<file path="src/rtl/fuse_unlock_pkg.sv">
package fuse_unlock_pkg;
  localparam int CMD_W = 4;
  localparam logic [CMD_W-1:0] CMD_BLOW_ONE = 4'h6;
  localparam logic [CMD_W-1:0] CMD_BLOW_ALL = 4'h9;

  typedef enum logic [2:0] {
    ST_IDLE, ST_KEY, ST_CMD, ST_INDEX, ST_ARM, ST_BURN, ST_DONE, ST_LOCK
  } unlockState_e;

  typedef struct packed {
    logic clrCnt;     // restart field counter, reload key reference
    logic takeBit;    // advance field counter and key reference
    logic shiftCmd;
    logic shiftIdx;
    logic startBurn;  // latch burn mask, load burn timer
    logic burning;
    logic commit;     // write burn mask into fuse model
  } unlockCtl_t;
endpackage

</file>
<file path="src/rtl/fuse_unlock_dp.sv">
module fuse_unlock_dp
  import fuse_unlock_pkg::*;
#(
  parameter int KEY_WIDTH = 64,
  parameter logic [KEY_WIDTH-1:0] KEY_VALUE = 64'hA5C3_1E7B_96F0_4D28,
  parameter int NUM_FUSES = 8,
  parameter int BURN_CYCLES = 16,
  parameter int SYNC_STAGES = 2
) (
  input  logic clk,
  input  logic rstN,
  input  logic progEnN,
  input  logic serClk,
  input  logic serData,
  input  unlockCtl_t ctl,
  output logic enActive,
  output logic bitStrobe,
  output logic keyBitOk,
  output logic lastKeyBit,
  output logic lastCmdBit,
  output logic lastIdxBit,
  output logic [CMD_W-1:0] cmdNext,
  output logic burnLast,
  output logic [NUM_FUSES-1:0] burnStrobe,
  output logic [NUM_FUSES-1:0] fuseState
);
  localparam int IDX_W = (NUM_FUSES > 1) ? $clog2(NUM_FUSES) : 1;
  localparam int CNT_W = $clog2(KEY_WIDTH);
  localparam int BT_W  = $clog2(BURN_CYCLES + 1);

  logic enSync, clkSync, datSync, clkPrev;

  // input synchronisers; stage count picks the structure
  if (SYNC_STAGES == 1) begin : g_syncOne
    always_ff @(posedge clk or negedge rstN) begin
      if (!rstN) begin
        enSync  <= 1'b1;
        clkSync <= 1'b0;
        datSync <= 1'b0;
      end else begin
        enSync  <= progEnN;
        clkSync <= serClk;
        datSync <= serData;
      end
    end
  end else begin : g_syncChain
    logic [SYNC_STAGES-1:0] enPipe, clkPipe, datPipe;
    always_ff @(posedge clk or negedge rstN) begin
      if (!rstN) begin
        enPipe  <= '1;
        clkPipe <= '0;
        datPipe <= '0;
      end else begin
        enPipe  <= {enPipe[SYNC_STAGES-2:0], progEnN};
        clkPipe <= {clkPipe[SYNC_STAGES-2:0], serClk};
        datPipe <= {datPipe[SYNC_STAGES-2:0], serData};
      end
    end
    assign enSync  = enPipe[SYNC_STAGES-1];
    assign clkSync = clkPipe[SYNC_STAGES-1];
    assign datSync = datPipe[SYNC_STAGES-1];
  end

  always_ff @(posedge clk or negedge rstN) begin
    if (!rstN) clkPrev <= 1'b0;
    else       clkPrev <= clkSync;
  end

  assign enActive  = ~enSync;
  assign bitStrobe = clkSync & ~clkPrev;

  // field counter and key reference
  logic [CNT_W-1:0] bitCnt;
  logic [KEY_WIDTH-1:0] keyRef;
  always_ff @(posedge clk or negedge rstN) begin
    if (!rstN) begin
      bitCnt <= '0;
      keyRef <= KEY_VALUE;
    end else if (ctl.clrCnt) begin
      bitCnt <= '0;
      keyRef <= KEY_VALUE;
    end else if (ctl.takeBit) begin
      bitCnt <= bitCnt + 1'b1;
      keyRef <= {keyRef[KEY_WIDTH-2:0], 1'b0};
    end
  end

  assign keyBitOk   = (datSync == keyRef[KEY_WIDTH-1]);
  assign lastKeyBit = (bitCnt == CNT_W'(KEY_WIDTH - 1));
  assign lastCmdBit = (bitCnt == CNT_W'(CMD_W - 1));
  assign lastIdxBit = (bitCnt == CNT_W'(IDX_W - 1));

  // command and index shifters
  logic [CMD_W-1:0] cmdReg;
  logic [IDX_W-1:0] idxReg;
  always_ff @(posedge clk or negedge rstN) begin
    if (!rstN) begin
      cmdReg <= '0;
      idxReg <= '0;
    end else begin
      if (ctl.shiftCmd) cmdReg <= cmdNext;
      if (ctl.shiftIdx) idxReg <= (idxReg << 1) | IDX_W'(datSync);
    end
  end
  assign cmdNext = (cmdReg << 1) | CMD_W'(datSync);

  // fuse selection
  logic [NUM_FUSES-1:0] selMask;
  always_comb begin
    for (int i = 0; i < NUM_FUSES; i++) begin
      selMask[i] = (idxReg == IDX_W'(i));
    end
  end

  logic [NUM_FUSES-1:0] burnMask;
  logic [BT_W-1:0] burnCnt;
  always_ff @(posedge clk or negedge rstN) begin
    if (!rstN) begin
      burnMask <= '0;
      burnCnt  <= '0;
    end else if (ctl.startBurn) begin
      burnMask <= (cmdReg == CMD_BLOW_ALL) ? '1 : selMask;
      burnCnt  <= BT_W'(BURN_CYCLES - 1);
    end else if (ctl.burning && burnCnt != '0) begin
      burnCnt <= burnCnt - 1'b1;
    end
  end
  assign burnLast   = (burnCnt == '0);
  assign burnStrobe = ctl.burning ? burnMask : '0;

  // sticky fuse model
  always_ff @(posedge clk or negedge rstN) begin
    if (!rstN)           fuseState <= '0;
    else if (ctl.commit) fuseState <= fuseState | burnMask;
  end
endmodule

</file>
<file path="src/rtl/fuse_unlock_ctrl.sv">
module fuse_unlock_ctrl
  import fuse_unlock_pkg::*;
(
  input  logic clk,
  input  logic rstN,
  input  logic enActive,
  input  logic bitStrobe,
  input  logic keyBitOk,
  input  logic lastKeyBit,
  input  logic lastCmdBit,
  input  logic lastIdxBit,
  input  logic [CMD_W-1:0] cmdNext,
  input  logic burnLast,
  output unlockCtl_t ctl,
  output logic runInhibit
);
  unlockState_e st, stNext;

  always_ff @(posedge clk or negedge rstN) begin
    if (!rstN) st <= ST_IDLE;
    else       st <= stNext;
  end

  always_comb begin
    stNext = st;
    ctl    = '0;
    if (!enActive) begin
      stNext = ST_IDLE;
    end else begin
      case (st)
        ST_IDLE: begin
          ctl.clrCnt = 1'b1;
          stNext     = ST_KEY;
        end
        ST_KEY: if (bitStrobe) begin
          if (!keyBitOk) begin
            stNext = ST_LOCK;
          end else if (lastKeyBit) begin
            ctl.clrCnt = 1'b1;
            stNext     = ST_CMD;
          end else begin
            ctl.takeBit = 1'b1;
          end
        end
        ST_CMD: if (bitStrobe) begin
          ctl.shiftCmd = 1'b1;
          if (!lastCmdBit) begin
            ctl.takeBit = 1'b1;
          end else if (cmdNext == CMD_BLOW_ONE) begin
            ctl.clrCnt = 1'b1;
            stNext     = ST_INDEX;
          end else if (cmdNext == CMD_BLOW_ALL) begin
            stNext = ST_ARM;
          end else begin
            stNext = ST_LOCK;
          end
        end
        ST_INDEX: if (bitStrobe) begin
          ctl.shiftIdx = 1'b1;
          if (lastIdxBit) stNext = ST_ARM;
          else            ctl.takeBit = 1'b1;
        end
        ST_ARM: begin
          ctl.startBurn = 1'b1;
          stNext        = ST_BURN;
        end
        ST_BURN: begin
          ctl.burning = 1'b1;
          if (burnLast) begin
            ctl.commit = 1'b1;
            stNext     = ST_DONE;
          end
        end
        ST_DONE, ST_LOCK: stNext = st;
        default: stNext = ST_IDLE;
      endcase
    end
  end

  assign runInhibit = (st != ST_IDLE);
endmodule

</file>
<file path="src/rtl/fuse_unlock_top.sv">
module fuse_unlock_top
  import fuse_unlock_pkg::*;
#(
  parameter int KEY_WIDTH = 64,
  parameter logic [KEY_WIDTH-1:0] KEY_VALUE = 64'hA5C3_1E7B_96F0_4D28,
  parameter int NUM_FUSES = 8,
  parameter int BURN_CYCLES = 16,
  parameter int SYNC_STAGES = 2
) (
  input  logic clk,
  input  logic rstN,
  input  logic progEnN,
  input  logic serClk,
  input  logic serData,
  output logic runInhibit,
  output logic [NUM_FUSES-1:0] burnStrobe,
  output logic [NUM_FUSES-1:0] fuseState
);
  unlockCtl_t ctl;
  logic enActive, bitStrobe, keyBitOk, lastKeyBit, lastCmdBit, lastIdxBit, burnLast;
  logic [CMD_W-1:0] cmdNext;

  fuse_unlock_dp #(
    .KEY_WIDTH(KEY_WIDTH), .KEY_VALUE(KEY_VALUE), .NUM_FUSES(NUM_FUSES),
    .BURN_CYCLES(BURN_CYCLES), .SYNC_STAGES(SYNC_STAGES)
  ) dp_i (
    .clk(clk), .rstN(rstN), .progEnN(progEnN), .serClk(serClk), .serData(serData),
    .ctl(ctl), .enActive(enActive), .bitStrobe(bitStrobe), .keyBitOk(keyBitOk),
    .lastKeyBit(lastKeyBit), .lastCmdBit(lastCmdBit), .lastIdxBit(lastIdxBit),
    .cmdNext(cmdNext), .burnLast(burnLast), .burnStrobe(burnStrobe),
    .fuseState(fuseState)
  );

  fuse_unlock_ctrl ctrl_i (
    .clk(clk), .rstN(rstN), .enActive(enActive), .bitStrobe(bitStrobe),
    .keyBitOk(keyBitOk), .lastKeyBit(lastKeyBit), .lastCmdBit(lastCmdBit),
    .lastIdxBit(lastIdxBit), .cmdNext(cmdNext), .burnLast(burnLast),
    .ctl(ctl), .runInhibit(runInhibit)
  );
endmodule

</file>
<file path="config.mk">
export PLATFORM = sky130hd
export DESIGN_NAME = fuse_unlock_top
export DESIGN_NICKNAME = d
export VERILOG_FILES = /design/src/rtl/fuse_unlock_pkg.sv /design/src/rtl/fuse_unlock_dp.sv /design/src/rtl/fuse_unlock_ctrl.sv /design/src/rtl/fuse_unlock_top.sv
export SDC_FILE = /design/constraint.sdc
export NUM_CORES = 1
export LEC_CHECK = 0
export BUFFER_PORTS_ARGS = -buffer_cell sky130_fd_sc_hd__buf_2
export CORE_MARGIN = 4
export CORE_UTILIZATION = 45
export CTS_BUF_LIST = sky130_fd_sc_hd__clkbuf_4 sky130_fd_sc_hd__clkbuf_8 sky130_fd_sc_hd__clkbuf_16
export CTS_CLUSTER_DIAMETER = 200
export DETAILED_ROUTE_END_ITERATION = 10
export GPL_TIMING_DRIVEN = 0
export SLEW_MARGIN = 20
export SYNTH_ARGS = -nofsm -noshare
export SYNTH_HDL_FRONTEND = slang
export SYNTH_SLANG_ARGS = --single-unit
</file>
<file path="constraint.sdc">
create_clock -name clk -period 2.6 [get_ports clk]
set_input_delay 0 -clock clk [delete_from_list [all_inputs] [get_ports clk]]
set_output_delay 0 -clock clk [all_outputs]
set_load 0.02 [all_outputs]
</file>
=== After elaboration in Yosys (flattened, before gate mapping) ===
Cells that the tools add are included.
Widths: inputs -> output; s select.

* Register bits: 108
* Logic and storage cells: 97
* Input port bits: 5
* Bits in read-only memories: 0
* Bits in latches: 0
* Memories kept: 0
* Output and inout port bits: 17
* Bits in writable memories: 0

* $lt $le $gt $ge: 0
* Bitwise operators: 5
* Shift operators: 0
* Divide/modulo/power cells: 0
* Eq/ne operators: 29
* Multipliers: 0
* Mux-type cells: 39
* Reductions and logical operators: 10
* Add/sub/neg operators: 2

{| class="wikitable"
|+ Operators with widths
! operator !! number
|-
| $mux 64 || 2
|-
| $mux 3 || 11
|-
| $eq 3x3->1 const B || 8
|-
| $pmux 3 s6 || 1
|-
| $mux 8 || 2
|-
| $eq 3x2->1 const B || 4
|-
| $eq 6x2->1 const B || 2
|-
| $mux 1 || 12
|-
| $mux 6 || 2
|-
| $ne 3x3->1 const B || 4
|-
| $mux 5 || 2
|-
| $eq 4x4->1 const B || 2
|-
| $mux 2 || 4
|-
| $or 8x8->8 || 1
|-
| $reduce_and 8->1 || 1
|-
| $mux 7 || 1
|-
| $add 6x1->6 const B || 1
|-
| $eq 3x1->1 const B || 2
|-
| $eq 6x6->1 const B || 1
|-
| $logic_not 3->1 || 2
|-
| $ne 3x2->1 const B || 2
|-
| $pmux 1 s3 || 2
|-
| $logic_not 5->1 || 1
|-
| $reduce_bool 5->1 || 1
|-
| other kinds (13) || 14
|}

=== Logic depth before layout (Yosys ltp) ===
* Depth after elaboration: 10
* Depth in mapped cells: 9
* Depth with buffers taken out: 7

=== Modules after synthesis ===
A second synthesis with hierarchy kept.

* Cell total of the unflattened synthesis: 397
* Area total of the unflattened synthesis: 4615.7 µm²

{| class="wikitable"
|+ By module, submodules not included
! module !! sequential area each (µm²) !! times used !! area an instance (µm²) !! cells an instance
|-
| fuse_unlock_dp || 2595.0 || 1 || 4259.1 || 353
|-
| fuse_unlock_ctrl || 75.1 || 1 || 356.6 || 44
|}

=== Least setup slack after synthesis ===
Ideal clock, no wire load.

* Path kind: register -> register
* Start: register dp_i.bitCnt[2]
* End: register dp_i.keyRef[12]
* Setup time: 0.121 ns
* Cell stages (with the launch flop): 8
* Period minus slack after synthesis: 2.140 ns
* Slack: 0.460 ns
* Arrival time: 2.019 ns
* Data required time: 2.479 ns
* Cells stage by stage: dfrtp_1 or4_4 o21a_1 a21o_1 and2_4 buf_6 buf_6 a22o_1

* Longest elaborated chain between the ends: 7
* Elaborated cells between the ends (all ways): 17

{| class="wikitable"
|+ Ends and longest elaborated chain
! item !! line !! source
|-
| start, declared || fuse_unlock_dp.sv:73 || <nowiki>logic [CNT_W-1:0] bitCnt;</nowiki>
|-
| start signal, assigned || fuse_unlock_dp.sv:83 || <nowiki>bitCnt <= bitCnt + 1'b1;</nowiki>
|-
| $eq 6x6->1 || fuse_unlock_dp.sv:89 || <nowiki>assign lastKeyBit = (bitCnt == CNT_W'(KEY_WIDTH - 1));</nowiki>
|-
| $mux 1 || fuse_unlock_ctrl.sv:38 || <nowiki>end else if (lastKeyBit) begin</nowiki>
|-
| $mux 2 || fuse_unlock_ctrl.sv:36 || <nowiki>if (!keyBitOk) begin</nowiki>
|-
| $mux 2 || fuse_unlock_ctrl.sv:35 || <nowiki>ST_KEY: if (bitStrobe) begin</nowiki>
|-
| $pmux 1 s3 || fuse_unlock_ctrl.sv:30 || <nowiki>case (st)</nowiki>
|-
| $mux 7 * || fuse_unlock_ctrl.sv:27 || <nowiki>if (!enActive) begin</nowiki>
|-
| $mux 64 / $reduce_bool 2->1 (equally long branches) || n/a ||
|-
| end signal, assigned || fuse_unlock_dp.sv:84 || <nowiki>keyRef <= {keyRef[KEY_WIDTH-2:0], 1'b0};</nowiki>
|-
| end, declared || fuse_unlock_dp.sv:74 || <nowiki>logic [KEY_WIDTH-1:0] keyRef;</nowiki>
|}

Mark *: on every way between the ends. The rest lies on a longest branch, timed or not.
A chain may end at the register's enable or synchronous reset.

=== Final worst setup path ===
* Start: register ctrl_i.st[1]
* End: register dp_i.keyRef[57]

* Longest elaborated chain between the ends: 4
* Elaborated cells between the ends (all ways): 9

{| class="wikitable"
|+ Ends and longest elaborated chain
! item !! line !! source
|-
| start, declared || fuse_unlock_ctrl.sv:17 || <nowiki>unlockState_e st, stNext;</nowiki>
|-
| start signal, assigned || fuse_unlock_ctrl.sv:21 || <nowiki>else st <= stNext;</nowiki>
|-
| $eq 3x2->1 (tied with other cells) || fuse_unlock_ctrl.sv:30 ||
|-
| $pmux 1 s3 || fuse_unlock_ctrl.sv:30 ||
|-
| $mux 7 * || fuse_unlock_ctrl.sv:27 ||
|-
| $mux 64 / $reduce_bool 2->1 (equally long branches) || n/a ||
|}

Marks and branches as above.

==> flow_metrics.tcl <==
set metrics [dict create \
    nets 393 \
    fmax_mhz 418 \
    worst_setup_path_start_kind "register" \
    synth_area_mm2 0.00434 \
    die_width_um 106 \
    synth.yosys.seq_area_share_pct 61.6 \
    start_util_pct 46.5 \
    synthTopCellsByArea "dfrtp_1 41%, dfstp_2 21%, o22a_1 6.5%, a22o_1 5.9%, a21oi_1 2.1%" \
    synth_flop_cell "dfrtp_1" \
    synth-simple-area-share_pct 12.6 \
    worst-r2r-cell-count 6 \
    routed_wl_mm 7.72 \
    cts_buffers 9 \
    yosysTopAreaCell "dfrtp_1" \
    avgSynthCellArea_um2 12.5 \
    min_path_type "in -> async" \
    synth_edf_count 0 \
    path_cells "nand2b_1 > nor4_2 > a21o_1 > and2_4 > clkbuf_1 > a22o_1" \
    design.core.area_mm2 0.00933 \
    yosysMostFrequentCell "dfrtp_1" \
    viasPerCell 5.41 \
    dieArea_mm2 0.0113 \
    vias 2800 \
    cts_tree "done" \
    hold_viol 0 \
    die_h_um 106 \
    critPathMaxFanout 10 \
    status "complete, no violations" \
    synth_top_family_by_area "compound AO/OA/AOI/OAI gates" \
    syn-instance-count 347 \
    synth-xor-area-share_pct 1.01 \
    first_global_vias 2850 \
    first_iter_violations 173 \
    io_buffers 21 \
    drc_errors 0 \
    worst-setup-path-type "reg -> reg" \
    insertedDiodeCount 0 \
    fin_crit_ns 2.39 \
    synth_top_area_share_pct 41.0 \
    grt_overflow_total 0 \
    std_cell_rows 35 \
    clk_latency_ns 0.36 \
    drv_cap 0 \
    ys_async_sr_fraction_pct 100 \
    cts_sinks 105 \
    yosysWarnings 0 \
    dp_hpwl_mm 5.10 \
    drive_above_1_share_pct 26.2 \
    hold_ws_ns 0.0526 \
    slowest_stage "nor4_2" \
    ir_worst_vdd_mv 0.568 \
    place.gp.congestion 0.822 \
    antenna_found_initial 0 \
    fill_cells 848 \
    cts_resized 0 \
    reg2reg_from "ctrl_i.st[1]" \
    seq_area_mm2 0.00267 \
    cp_slowest_stage_delay_ns 0.58 \
    yosys.cell_types.count 47 \
    tns_ns 0 \
    post-route-period-util_pct 92.1 \
    grt_usage_pct 14.9 \
    cts_max_level 3 \
    cts_buffer_depth 2 \
    p_leak_nw 2.21 \
    worstMarginPinSlew_ns 1.01 \
    crit_path_end_kind "register" \
    cts_setup_buffers 0 \
    io_pins 22 \
    root_buffer "clkbuf_8" \
    r2r_slack_ns 0.21 \
    multi_input_area_mm2 0.00154 \
    ant_nets 0 \
    worstPathRequired_ns 2.90 \
    r2r_end "dp_i.keyRef[57]" \
    synth_mux_area_share_pct 2.05 \
    syn-num-nets 356 \
    slew_viol_final 0 \
    grt_max_degree 83 \
    relSlewSlack_pct 32.5 \
    yosys_register_bits 105 \
    clkTransAtPathRegs_ns 0.09 \
    grt_pass1_wl_mm 13.7 \
    areaGrowthSynthToFinish_pct 13.8 \
    synth-compound-area-share_pct 18.6 \
    rsz0062_at_grt "no" \
    synthAdderAreaFrac_pct 1.15 \
    dr.pass1.iters 4 \
    power_density_mw_per_mm2 990 \
    setup_viol 0 \
    ys_top_cells_by_count "71 x dfrtp_1, 34 x dfstp_2, 32 x o22a_1, 29 x a22o_1, 19 x nor2_1" \
    finalClockSkew_ns 0.0115 \
    wl_per_cell_um 14.9 \
    cp.arrival_ns 2.69 \
]
[per-layer routing]
metal	GRT usage, %	wire length [µm]
met5	0	0
met3	3.46	234
met4	5.00	116
met1	20.2	3750
met2	23.8	3610
[cell type report]
class | instances | share of cell area (%)
plain buffers | 19 | 2.05
clock buffers | 12 | 3.22
clock inverters | 4 | 2.00
inverters | 7 | 0.533
multi-input cells | 216 | 31.2
flip-flops and latches | 105 | 54.1
well taps | 129 | 3.27
repair buffers | 26 | 3.63
[critical path: cells and delay by family, from the launching register on]
| kind | cells | cell delay [ns] |
|---|---|---|
| buf+inv | 1 | 0.38 |
| flops | 1 | 0.46 |
| simple gates | 3 | 1.00 |
| compound gates | 2 | 0.50 |
[per-stage QoR]
stage               util, %  cells  setup slack [ns]  instance area (µm²)  total power, mW
floorplan                 -    347             0.460                 4340             3.31
global placement       49.3    497             0.215                 4600             3.64
detailed placement     49.7    498             0.211                 4640             3.69
CTS                    52.9    518             0.176                 4930             4.95
global route           52.9    518            0.0614                 4930             5.21
finish                 52.9    518             0.206                 4930             4.88
[what timing repair did]
action | CTS | global route
endpoints found under the hold margin | 79 | 0
endpoints found under the setup margin | 0 | 0
hold buffers | 4 | 0
[worst max path at each step]
stage / startpoint / endpoint / slack [ns]
after detailed placement: dp_i.bitCnt[2] / dp_i.keyRef[58] / 0.21
after floorplan: dp_i.bitCnt[2] / dp_i.keyRef[12] / 0.46
after CTS: dp_i.bitCnt[2] / dp_i.keyRef[58] / 0.18
after global placement: dp_i.bitCnt[2] / dp_i.keyRef[13] / 0.21
final: ctrl_i.st[1] / dp_i.keyRef[57] / 0.21
after global routing: ctrl_i.st[1] / dp_i.keyRef[57] / 0.06
[cells in the final DEF (no fill, tap or decap), types with 3 or more instances in the layout]
cell type and n:
buf_6 3, a21oi_1 18, clkbuf_8 11, nand2_1 16
dfstp_2 34, dfrtp_1 71, nor4_1 3, and2_1 8
nor2_1 19, mux2_2 7, ha_1 4, and3_1 3
inv_1 7, bufinv_16 3, a21o_1 10, nor4bb_1 4
dlygate4sd3_1 4, nand3_1 7, a22o_1 29, clkbuf_1 5
or3_1 5, o22a_1 32, nand3b_1 5, nand2b_1 5
nor3_1 8, buf_2 32, xnor2_1 4
[registers in the layout, summed over array words and instances (netlist names), 3 cells and up]
register and cells:
ctrl_i.st 3, dp_i.bitCnt 6, dp_i.burnCnt 5, dp_i.burnMask 8, dp_i.cmdReg 4, dp_i.fuseState 8, dp_i.idxReg 3, dp_i.keyRef 61
[cells by family (layout without fill, tap and decap cells)]
group | after synthesis | after routing
DFF | 105 | 105
AOI/OAI and AO/OA | 103 | 103
and+or+nand+nor | 96 | 96
buffers and inverters | 26 | 68
muxes | 8 | 8
xor gates and xnor gates | 5 | 5
adders and majority gates | 4 | 4
[where the power goes]
group / leakage (nW) / total [mW] / internal [mW] / switching (mW)
clock: 0.131 / 1.24 / 0.707 / 0.535
sequential: 1.29 / 2.38 / 2.11 / 0.266
combinational: 0.787 / 1.26 / 0.547 / 0.716
total: 2.21 / 4.88 / 3.37 / 1.52
No activity file was read; power rests on OpenSTA's default activity.
